===== src/rtl/lnk_rx_pkg.sv =====
package lnk_rx_pkg;
  localparam int unsigned LANE_W  = 8;
  localparam int unsigned NIB_W   = 4;
  localparam int unsigned WORD_W  = 48;
  localparam int unsigned SHORT_W = 32;
  localparam int unsigned MAX_UNITS = WORD_W / NIB_W;
  localparam int unsigned UCNT_W  = $clog2(MAX_UNITS);

  localparam logic [1:0] ST_EMPTY = 2'b00;
  localparam logic [1:0] ST_ONE   = 2'b10;
  localparam logic [1:0] ST_FULL  = 2'b11;

  function automatic logic [UCNT_W-1:0] units_per_word(input logic wide, input logic bytes);
    int unsigned bits;
    bits = wide ? WORD_W : SHORT_W;
    return UCNT_W'(bits / (bytes ? LANE_W : NIB_W));
  endfunction
endpackage


===== src/rtl/lnk_sync.sv =====
module lnk_sync #(
  parameter int unsigned W      = 9,
  parameter int unsigned STAGES = 2
) (
  input  logic         clk,
  input  logic         rst_n,
  input  logic [W-1:0] d,
  output logic [W-1:0] q
);
  logic [W-1:0] stg [STAGES];

  generate
    for (genvar s = 0; s < STAGES; s++) begin : g_stage
      always_ff @(posedge clk or negedge rst_n) begin
        if (!rst_n) stg[s] <= '0;
        else if (s == 0) stg[s] <= d;
        else stg[s] <= stg[(s == 0) ? 0 : s-1];
      end
    end
  endgenerate

  assign q = stg[STAGES-1];
endmodule


===== src/rtl/lnk_packer.sv =====
module lnk_packer
  import lnk_rx_pkg::*;
(
  input  logic              clk,
  input  logic              rst_n,
  input  logic              en,
  input  logic              word48,
  input  logic              path8,
  input  logic              strobe_s,
  input  logic [LANE_W-1:0] dat_s,
  output logic              push_o,
  output logic [WORD_W-1:0] word_o,
  output logic              busy_o
);
  logic              strobe_prev;
  logic              fall;
  logic [UCNT_W-1:0] unit_cnt;
  logic [UCNT_W-1:0] units;
  logic              last_unit;
  logic [WORD_W-1:0] acc;
  logic [WORD_W-1:0] acc_next;

  always_ff @(posedge clk or negedge rst_n) begin
    if (!rst_n) strobe_prev <= 1'b0;
    else strobe_prev <= strobe_s;
  end

  assign fall      = en & strobe_prev & ~strobe_s;
  assign units     = units_per_word(word48, path8);
  assign last_unit = (unit_cnt == units - UCNT_W'(1));

  always_comb begin
    if (path8) acc_next = {acc[WORD_W-LANE_W-1:0], dat_s};
    else       acc_next = {acc[WORD_W-NIB_W-1:0], dat_s[NIB_W-1:0]};
  end

  always_ff @(posedge clk or negedge rst_n) begin
    if (!rst_n) begin
      unit_cnt <= '0;
      acc      <= '0;
    end else if (!en) begin
      unit_cnt <= '0;
      acc      <= '0;
    end else if (fall) begin
      if (last_unit) begin
        unit_cnt <= '0;
        acc      <= '0;
      end else begin
        unit_cnt <= unit_cnt + UCNT_W'(1);
        acc      <= acc_next;
      end
    end
  end

  assign push_o = fall & last_unit;
  assign word_o = acc_next;
  assign busy_o = (unit_cnt != '0);

  AST_UNIT_BOUND: assert property (@(posedge clk) disable iff (!rst_n)
    unit_cnt < units_per_word(word48, path8));
  AST_SHORT_UPPER_ZERO: assert property (@(posedge clk) disable iff (!rst_n)
    (push_o && !word48) |-> (word_o[WORD_W-1:SHORT_W] == '0));
  AST_DISABLE_CLEARS: assert property (@(posedge clk) disable iff (!rst_n)
    !en |=> (unit_cnt == '0));
endmodule


===== src/rtl/lnk_rx_fifo.sv =====
module lnk_rx_fifo #(
  parameter int unsigned W     = 48,
  parameter int unsigned DEPTH = 2
) (
  input  logic                         clk,
  input  logic                         rst_n,
  input  logic                         flush,
  input  logic                         push,
  input  logic [W-1:0]                 wdata,
  input  logic                         pop,
  output logic [W-1:0]                 rdata,
  output logic [$clog2(DEPTH+1)-1:0]   count
);
  localparam int unsigned PTR_W = (DEPTH > 1) ? $clog2(DEPTH) : 1;
  localparam int unsigned CNT_W = $clog2(DEPTH+1);

  logic [W-1:0]     mem [DEPTH];
  logic [W-1:0]     last_q;
  logic [PTR_W-1:0] wr_ptr, rd_ptr;
  logic             do_push, do_pop;

  assign do_pop  = pop & (count != '0);
  assign do_push = push & ((count != CNT_W'(DEPTH)) | do_pop);

  function automatic logic [PTR_W-1:0] bump(input logic [PTR_W-1:0] p);
    return (p == PTR_W'(DEPTH-1)) ? '0 : p + PTR_W'(1);
  endfunction

  always_ff @(posedge clk or negedge rst_n) begin
    if (!rst_n) begin
      wr_ptr <= '0;
      rd_ptr <= '0;
      count  <= '0;
    end else if (flush) begin
      wr_ptr <= '0;
      rd_ptr <= '0;
      count  <= '0;
    end else begin
      if (do_push) wr_ptr <= bump(wr_ptr);
      if (do_pop)  rd_ptr <= bump(rd_ptr);
      if (do_push && !do_pop)      count <= count + CNT_W'(1);
      else if (do_pop && !do_push) count <= count - CNT_W'(1);
    end
  end

  generate
    for (genvar i = 0; i < DEPTH; i++) begin : g_entry
      always_ff @(posedge clk or negedge rst_n) begin
        if (!rst_n) mem[i] <= '0;
        else if (do_push && !flush && wr_ptr == PTR_W'(i)) mem[i] <= wdata;
      end
    end
  endgenerate

  always_ff @(posedge clk or negedge rst_n) begin
    if (!rst_n) last_q <= '0;
    else if (do_pop && !flush) last_q <= mem[rd_ptr];
  end

  assign rdata = (count != '0) ? mem[rd_ptr] : last_q;

  AST_COUNT_RANGE: assert property (@(posedge clk) disable iff (!rst_n)
    count <= CNT_W'(DEPTH));
  AST_EMPTY_READ_STABLE: assert property (@(posedge clk) disable iff (!rst_n)
    (count == '0 && pop && !push && !flush) |=> (count == '0 && $stable(rdata)));
endmodule


===== src/rtl/lnk_pack_rx.sv =====
module lnk_pack_rx
  import lnk_rx_pkg::*;
#(
  parameter int unsigned FIFO_DEPTH  = 2,
  parameter int unsigned SYNC_STAGES = 2
) (
  input  logic              clk,
  input  logic              rst_n,
  input  logic              en,
  input  logic              word48,
  input  logic              path8,
  input  logic              lnk_clk,
  input  logic [LANE_W-1:0] lnk_dat,
  output logic              lnk_ack,
  input  logic              rd_ready,
  output logic              rd_valid,
  output logic [WORD_W-1:0] rd_data,
  output logic [1:0]        status,
  output logic              pack_err
);
  localparam int unsigned CNT_W = $clog2(FIFO_DEPTH+1);

  logic [LANE_W:0]   sync_q;
  logic              push;
  logic [WORD_W-1:0] word;
  logic              busy;
  logic [CNT_W-1:0]  count;
  logic [CNT_W:0]    occupied;

  lnk_sync #(.W(LANE_W+1), .STAGES(SYNC_STAGES)) u_sync (
    .clk(clk), .rst_n(rst_n), .d({lnk_clk, lnk_dat}), .q(sync_q));

  lnk_packer u_pack (
    .clk(clk), .rst_n(rst_n), .en(en), .word48(word48), .path8(path8),
    .strobe_s(sync_q[LANE_W]), .dat_s(sync_q[LANE_W-1:0]),
    .push_o(push), .word_o(word), .busy_o(busy));

  lnk_rx_fifo #(.W(WORD_W), .DEPTH(FIFO_DEPTH)) u_fifo (
    .clk(clk), .rst_n(rst_n), .flush(!en), .push(push), .wdata(word),
    .pop(rd_ready), .rdata(rd_data), .count(count));

  assign occupied = {1'b0, count} + {{CNT_W{1'b0}}, busy};
  assign lnk_ack  = en & (occupied < (CNT_W+1)'(FIFO_DEPTH));
  assign rd_valid = (count != '0);
  assign pack_err = busy;

  always_comb begin
    if (count == '0)                     status = ST_EMPTY;
    else if (count == CNT_W'(FIFO_DEPTH)) status = ST_FULL;
    else                                 status = ST_ONE;
  end

  AST_ACK_LOW_FULL: assert property (@(posedge clk) disable iff (!rst_n)
    (status == ST_FULL) |-> !lnk_ack);
  AST_STATUS_LEGAL: assert property (@(posedge clk) disable iff (!rst_n)
    status != 2'b01);
  AST_DISABLED_QUIET: assert property (@(posedge clk) disable iff (!rst_n)
    !en |=> (status == ST_EMPTY && !pack_err));
  AST_NO_ACK_DISABLED: assert property (@(posedge clk) disable iff (!rst_n)
    !en |-> !lnk_ack);
endmodule


===== config.mk =====
export PLATFORM = sky130hd
export DESIGN_NAME = lnk_pack_rx
export DESIGN_NICKNAME = d
export VERILOG_FILES = /design/src/rtl/lnk_rx_pkg.sv /design/src/rtl/lnk_sync.sv /design/src/rtl/lnk_packer.sv /design/src/rtl/lnk_rx_fifo.sv /design/src/rtl/lnk_pack_rx.sv
export SDC_FILE = /design/constraint.sdc
export NUM_CORES = 1
export LEC_CHECK = 0
export BUFFER_PORTS_ARGS = -buffer_cell sky130_fd_sc_hd__buf_2
export CAP_MARGIN = 20
export CORE_MARGIN = 2
export CORE_UTILIZATION = 55
export DETAILED_ROUTE_END_ITERATION = 8
export GPL_TIMING_DRIVEN = 0
export PLACE_DENSITY = 0.86
export SYNTH_ARGS = -nofsm -noshare
export SYNTH_HDL_FRONTEND = slang
export SYNTH_HIERARCHICAL = 1
export SYNTH_SLANG_ARGS = --single-unit

===== constraint.sdc =====
create_clock -name clk -period 6.74 [get_ports clk]
set_input_delay 1.348 -clock clk [delete_from_list [all_inputs] [get_ports clk]]
set_output_delay 1.348 -clock clk [all_outputs]
set_load 0.05 [all_outputs]

==> results of run 1 <==
-- layout make-up --
class | instances | area, um^2
sequential | 215 | 5380
tap | 229 | 287
buffer | 83 | 439
inverter | 47 | 176
fill | 1363 | 6480
clock inverter | 4 | 70.1
multi-input combinational | 537 | 4010
timing repair buffer | 68 | 373
clock buffer | 35 | 691
-- state kept, by name, summed over array words and instances, names as in the netlist --
register,flops
u_fifo/mem,96
u_fifo/last_q,48
u_pack/acc,44
u_sync/q,9
u_sync/stg,9
u_pack/unit_cnt,4
u_fifo/count,2
u_fifo/rd_ptr,1
u_fifo/wr_ptr,1
u_pack/strobe_prev,1
-- worst min path at each step --
stage,start,end
finish,u_sync/stg[10],u_sync/q[1]
global placement,u_sync/stg[15],u_sync/q[6]
CTS,u_sync/stg[10],u_sync/q[1]
floorplan,u_sync/stg[9],u_sync/q[0]
global route,u_sync/stg[10],u_sync/q[1]
detailed placement,u_sync/stg[11],u_sync/q[2]
-- per-layer routing --
layer | global-route usage [%] | share of wire, %
met1 | 32.1 | 42
met2 | 39.0 | 48
met3 | 5.15 | 7.0
met4 | 7.97 | 2.6
met5 | 0 | 0
-- power breakdown --
part           switching (mW)  internal (mW)
logic                   0.103         0.0432
clock network           0.474          0.775
registers             0.00894           1.31
-- cell families (layout without fill, tap and decap cells) --
logic type,after synthesis,after routing
flops,215,215
compound gates,203,203
fa+ha+maj,8,8
mux,188,188
xor+xnor,6,6
buf+inv,130,237
other cells,1,1
simple gates,131,131
-- worst max-delay path: stages --
cell	delay [ns]
buf_2	0.11
clkbuf_1	0.49
buf_1	0.61
inv_1	0.23
ha_1	0.27
xor2_1	0.18
or4_1	0.47
or3_1	0.34
buf_6	0.15
a21oi_1	0.14
clkbuf_1	0.30
nand2_1	0.09
nor3_1	0.37
buf_2	0.36
buf_2	0.32
mux2_2	0.39
-- per-stage QoR --
stage	cell area [um^2]	cells	util, %
global route	11400	1218	63.8
detailed placement	10700	1179	59.6
CTS	11400	1218	63.8
floorplan	10000	882	-
finish	11400	1218	63.8
global placement	10600	1178	59.4
-- layout by cell type (no fill, tap or decap), types with 3 or more instances in the layout --
master / netlist / routed
buf_6: 7 / 7
xor2_1: 4 / 4
o21ai_0: 81 / 81
clkbuf_8: 0 / 7
inv_1: 47 / 47
ha_1: 8 / 8
a21oi_1: 52 / 52
buf_2: 9 / 75
buf_1: 7 / 7
buf_4: 14 / 14
nand2b_1: 3 / 3
nand4_1: 5 / 5
mux2_2: 91 / 91
a21boi_0: 5 / 5
clkbuf_1: 45 / 50
mux2_4: 9 / 9
o21ai_2: 11 / 11
nor2_1: 50 / 50
mux2i_1: 88 / 88
nor2b_1: 3 / 3
nor4_1: 3 / 3
clkbuf_16: 0 / 23
dfrtp_1: 215 / 215
o31ai_1: 48 / 48
nand2_1: 50 / 50
==> run_results.csv, run 1 <==
group,metric,value,unit
run_status,outcome,"complete, no violations",
cts,cts_tree,"done",
logic_synthesis,ys.flop_type,"dfrtp_1",
flow_run,max_cap_viol_count,0,
logic_synthesis,synthMuxAreaShare,20.4,%
detailed_routing,drt_iter0_markers,512,
floorplanning,core_area,17900,um^2
critical_path,rrSetupSlack,3.05,ns
layout,antenna_cells,0,
logic_synthesis,synthXorXnorAreaFrac,0.525,%
timing,worst_clock_skew,0.0190,ns
logic_synthesis,yosys.area_share.adder,1.00,%
worst_hold_path,hold_path.class,"flip-flop to flip-flop",
critical_path,path_class,"primary input to flip-flop",
logic_synthesis,synth_area,10000,um^2
logic_synthesis,synth_compound_area_share,12.1,%
logic_synthesis,synth_top_area_share,53.8,%
logic_synthesis,syn_avg_cell_area,11.3,um^2
cts,hold_buffers,0,
timing,whs,0.345,ns
floorplanning,ios,68,
cts,clkSlewWorstSetupHoldPaths,0.06,ns
floorplanning,start_util,55.9,%
worst_hold_path,min_path_cells,0,
placed_design,portBuffers,67,
logic_synthesis,yosys.area_share.simple,5.98,%
detailed_routing,routedWlPerCell,18.9,um
timing,final.setup.tns,0,ns
logic_synthesis,yosys_warnings,6,
critical_path,path_max_fanout,10,
floorplanning,die_h,139,um
logic_synthesis,synth_commonest_cells,"dfrtp_1, mux2_2, mux2i_1, o21ai_0, a21oi_1",
critical_path,critPathLaunch,"path8",
logic_synthesis,synth_seq_area_share,53.8,%
timing,fin_crit_sh,86.3,%
logic_synthesis,yosysTopAreaCell,"dfrtp_1",
critical_path,r2r_cells,11,
critical_path,cp-end-kind,"flip-flop",
layout,syn_to_final_growth,14.2,%
floorplanning,die_area,19300,um^2
critical_path,crit_arrival,6.18,ns
cts,insertion_delay,0.50,ns
placed_design,place_congestion,0.876,
global_routing,grt_pass1_wl,37600,um
detailed_routing,avgViaCountPerCell,5.83,
global_routing,antenna_found_initial,0,
cts,htreeDepth,1,
detailed_routing,wl,23100,um
layout,nNetsFinal,997,
timing,final_max_slew_viol_count,0,
timing,min_period,5.82,ns
critical_path,cp_data_required_time,7.10,ns
floorplanning,die_x,139,um
logic_synthesis,synth_cell_types,46,
timing,rsz0062_at_grt,"no",
timing,slew_headroom,40.5,%
logic_synthesis,synth_cells,882,
critical_path,regToRegEndpoint,"u_fifo/mem[30]",
detailed_routing,drc,0,
timing,setup_slack,0.924,ns
cts,cts_buffers,22,
layout,layout-drive-gt1-share,25.3,%
timing,worstMarginPinSlew,0.886,ns
cts,cts_root_buf,"clkbuf_16",
logic_synthesis,synth_area_leaders,"dfrtp_1, mux2_2, mux2i_1",
cts,cts_buffer_depth,3,
logic_synthesis,synthArstFlopShare,100,%
logic_synthesis,synth_seq_cells,215,
power,ir_worst_vdd,0.209,mV
floorplanning,core.rowCount,49,
cts,clock-sinks,215,
detailed_routing,num_vias,7095,
power,total_power,2.71,mW
cts,postCtsSetupRepairBufs,0,
timing,fmax,0.172,GHz
global_routing,grt_start_max_net_pins,118,
placed_design,dp_slack,0.516,ns
critical_path,endpoint,"u_fifo/mem[30]",
timing,setup_viol,0,
global_routing,grt_pass1_vias,7284,
logic_synthesis,synthesis.nets,905,
cts,cts_resized,0,
global_routing,grt_use_total,23.9,%
placed_design,hpwl,15300,um
logic_synthesis,synth_top_family_by_area,"multiplexers",
detailed_routing,first_pass_iters,5,
logic_synthesis,synth_most_common_cell,"dfrtp_1",
critical_path,startpoint_type,"primary input",
global_routing,grt_overflow,0,
critical_path,worstReg2RegStart,"u_pack/unit_cnt[1]",
detailed_routing,drt.antenna.violating_nets,0,
timing,hold_viol,0,
logic_synthesis,synth_edf_count,0,
power,power_leakage,5.73,nW
power,power_density,237,nW/um^2
No activity file was read; power rests on OpenSTA's default activity.
==> run 2, diff against run 1 <==
--- a/config.mk
+++ b/config.mk
@@ -11,7 +11,7 @@
 export CORE_UTILIZATION = 55
 export DETAILED_ROUTE_END_ITERATION = 8
 export GPL_TIMING_DRIVEN = 0
-export PLACE_DENSITY = 0.86
+export PLACE_DENSITY = 0.88
 export SYNTH_ARGS = -nofsm -noshare
 export SYNTH_HDL_FRONTEND = slang
 export SYNTH_HIERARCHICAL = 1
==> constraint.sdc (replaced) <==
create_clock -name clk -period 5.3 [get_ports clk]
set_input_delay 1.06 -clock clk [delete_from_list [all_inputs] [get_ports clk]]
set_output_delay 1.06 -clock clk [all_outputs]
set_load 0.05 [all_outputs]
==> run_results.csv, run 2 (same netlist as run 1, synthesis figures left out) <==
group,metric,value,unit
global_routing,antenna_found_initial,0,
cts,insertion_delay,0.51,ns
layout,layout.cells.most_common,"dfrtp_1",
layout,antenna_cells,0,
power,ir_worst_vdd,0.268,mV
timing,min_period,4.98,ns
detailed_routing,first_pass_iters,5,
placed_design,portBuffers,67,
detailed_routing,avgViaCountPerCell,5.92,
timing,hold_viol,0,
timing,worst_clock_skew,0.0126,ns
floorplanning,core_area,17900,um^2
critical_path,path_common_cell,"buf_2",
worst_hold_path,min_from,"u_sync/stg[9]",
placed_design,dpl_cell_area,10700,um^2
floorplanning,start_util,55.9,%
global_routing,grt_pass1_vias,7324,
detailed_routing,num_vias,7225,
global_routing,grt_pass1_wl,38300,um
worst_hold_path,min_to,"u_sync/q[0]",
cts,htreeDepth,1,
detailed_routing,drt.antenna.violating_nets,0,
placed_design,hpwl,15800,um
power,power_density,309,nW/um^2
timing,fmax,0.201,GHz
timing,fin_crit_sh,93.9,%
timing,slew_headroom,42.5,%
floorplanning,die_area,19300,um^2
cts,clock-sinks,215,
layout,layout-drive-gt1-share,25.9,%
critical_path,cp-end-kind,"flip-flop",
layout,stdcell_area,11500,um^2
cts,hold_buffers,0,
cts,cts_tree,"done",
critical_path,r2r_cells,11,
critical_path,crit_arrival,5.36,ns
layout,top_regs,"u_fifo/mem (96), u_fifo/last_q (48), u_pack/acc (44)",
detailed_routing,drt_iter0_markers,554,
critical_path,path_class,"primary input to flip-flop",
floorplanning,core.rowCount,49,
cts,cts_buffer_depth,3,
floorplanning,die_h,139,um
critical_path,cp_slowest_cell,"or4_1",
flow_run,max_cap_viol_count,0,
critical_path,worstReg2RegStart,"u_pack/unit_cnt[1]",
worst_hold_path,hold_path.class,"flip-flop to flip-flop",
cts,clkSlewWorstSetupHoldPaths,0.06,ns
worst_hold_path,min_path_cells,0,
critical_path,max_stage_delay,0.48,ns
layout,mostFrequentLayoutCells,"dfrtp_1, mux2_2, mux2i_1",
layout,nNetsFinal,999,
global_routing,grt_use_total,24.3,%
critical_path,startpoint_type,"primary input",
detailed_routing,routedWlPerCell,19.3,um
global_routing,grt_start_max_net_pins,126,
critical_path,path_max_fanout,10,
layout,largest_reg_flops,96,
floorplanning,ios,68,
cts,cts_root_buf,"clkbuf_16",
run_status,outcome,"complete, no violations",
timing,final_max_slew_viol_count,0,
cts,postCtsSetupRepairBufs,0,
cts,cts_buffers,23,
detailed_routing,drc,0,
floorplanning,die_x,139,um
timing,worstMarginPinSlew,0.862,ns
critical_path,regToRegEndpoint,"u_fifo/mem[31]",
global_routing,grt_overflow,0,
critical_path,rrSetupSlack,1.59,ns
power,power_leakage,5.77,nW
timing,setup_viol,0,
layout,regMostFlops,"u_fifo/mem",
detailed_routing,wl,23500,um
timing,whs,0.342,ns
placed_design,place_congestion,0.854,
power,total_power,3.55,mW
critical_path,cp_data_required_time,5.69,ns
layout,syn_to_final_growth,14.9,%
timing,rsz0062_at_grt,"no",
critical_path,path_cells,"buf_2 -> clkbuf_2 -> buf_2 -> inv_1 -> ha_1 -> xor2_1 -> or4_1 -> or3_1 -> buf_6 -> a21oi_1 -> clkbuf_1 -> nand2_1 -> nor3_1 -> buf_2 -> buf_2 -> mux2_2",
run 2: changes by cell type in the layout (fill, tap and decap cells not counted):
cell | before | now
bufinv_16 | 2 | 4
buf_16 | 1 | 2
buf_1 | 7 | 6
inv_6 | 0 | 3
clkbuf_2 | 0 | 1
clkinv_2 | 2 | 5
clkbuf_8 | 7 | 3
clkbuf_1 | 50 | 47
buf_2 | 75 | 76
run 2: timing repair:
| action | 4_1_cts | 5_1_grt |
|---|---|---|
| pin swaps | 0 | 0 |
| endpoints found under the setup margin | 41 | 40 |
| gates resized for setup | 1 | 2 |
| gates cloned | 0 | 0 |
run 2: final cells by class:
class	instances	area, um^2
Buffer	83	442
Clock buffer	29	628
Clock inverter	12	171
Fill cell	1343	6410
Inverter	47	176
Multi-Input combinational cell	537	4010
Sequential cell	215	5380
Tap cell	229	287
Timing Repair Buffer	69	400
run 2: critical path, delay by kind of cell:
kind / cells / cell delay [ns]
buffers and inverters: 8 / 2.09
AND/OR/NAND/NOR: 4 / 1.28
multiplexers: 1 / 0.38
adder cells (fa/ha/maj): 1 / 0.23
XOR/XNOR: 1 / 0.17
AO/OA/AOI/OAI: 1 / 0.13
run 2: where the power goes:
part	internal (mW)	leakage, nW	total, mW	switching, mW
Clock	1.04	0.398	1.69	0.655
Combinational	0.0571	2.42	0.189	0.132
Sequential	1.66	2.96	1.67	0.0118
Total	2.76	5.77	3.55	0.799
run 2: metrics by stage:
step	util [%]	setup WS, ns	std cells	TNS, ns
6_report	64.2	0.323	1221	0
3_3_place_gp	59.4	-0.600	1178	-106.99
2_1_floorplan	-	0.390	882	0
5_1_grt	64.2	0.0797	1221	0
3_5_place_dp	59.7	-0.692	1180	-44.51
4_1_cts	64.2	0.103	1221	0
run 2: worst max path at each step:
stage	from	endpoint	slack, ns	cells past startpoint
after floorplan	path8	u_fifo/mem[86]	0.39	15
after global placement	path8	u_fifo/mem[43]	-0.60	16
after detailed placement	path8	u_fifo/mem[46]	-0.69	16
after CTS	path8	u_fifo/mem[28]	0.10	16
after global routing	path8	u_fifo/mem[31]	0.08	16
final	path8	u_fifo/mem[31]	0.32	16
run 2: metal layers:
| layer | vias up | track usage (%) | part of all wire [%] |
|---|---|---|---|
| li1 | 3250 | - | - |
| met4 | 0 | 7.71 | 2.7 |
| met2 | 293 | 40.6 | 49 |
| met3 | 50 | 3.97 | 6.6 |
| met1 | 3632 | 32.9 | 42 |
| met5 | - | 0 | 0 |
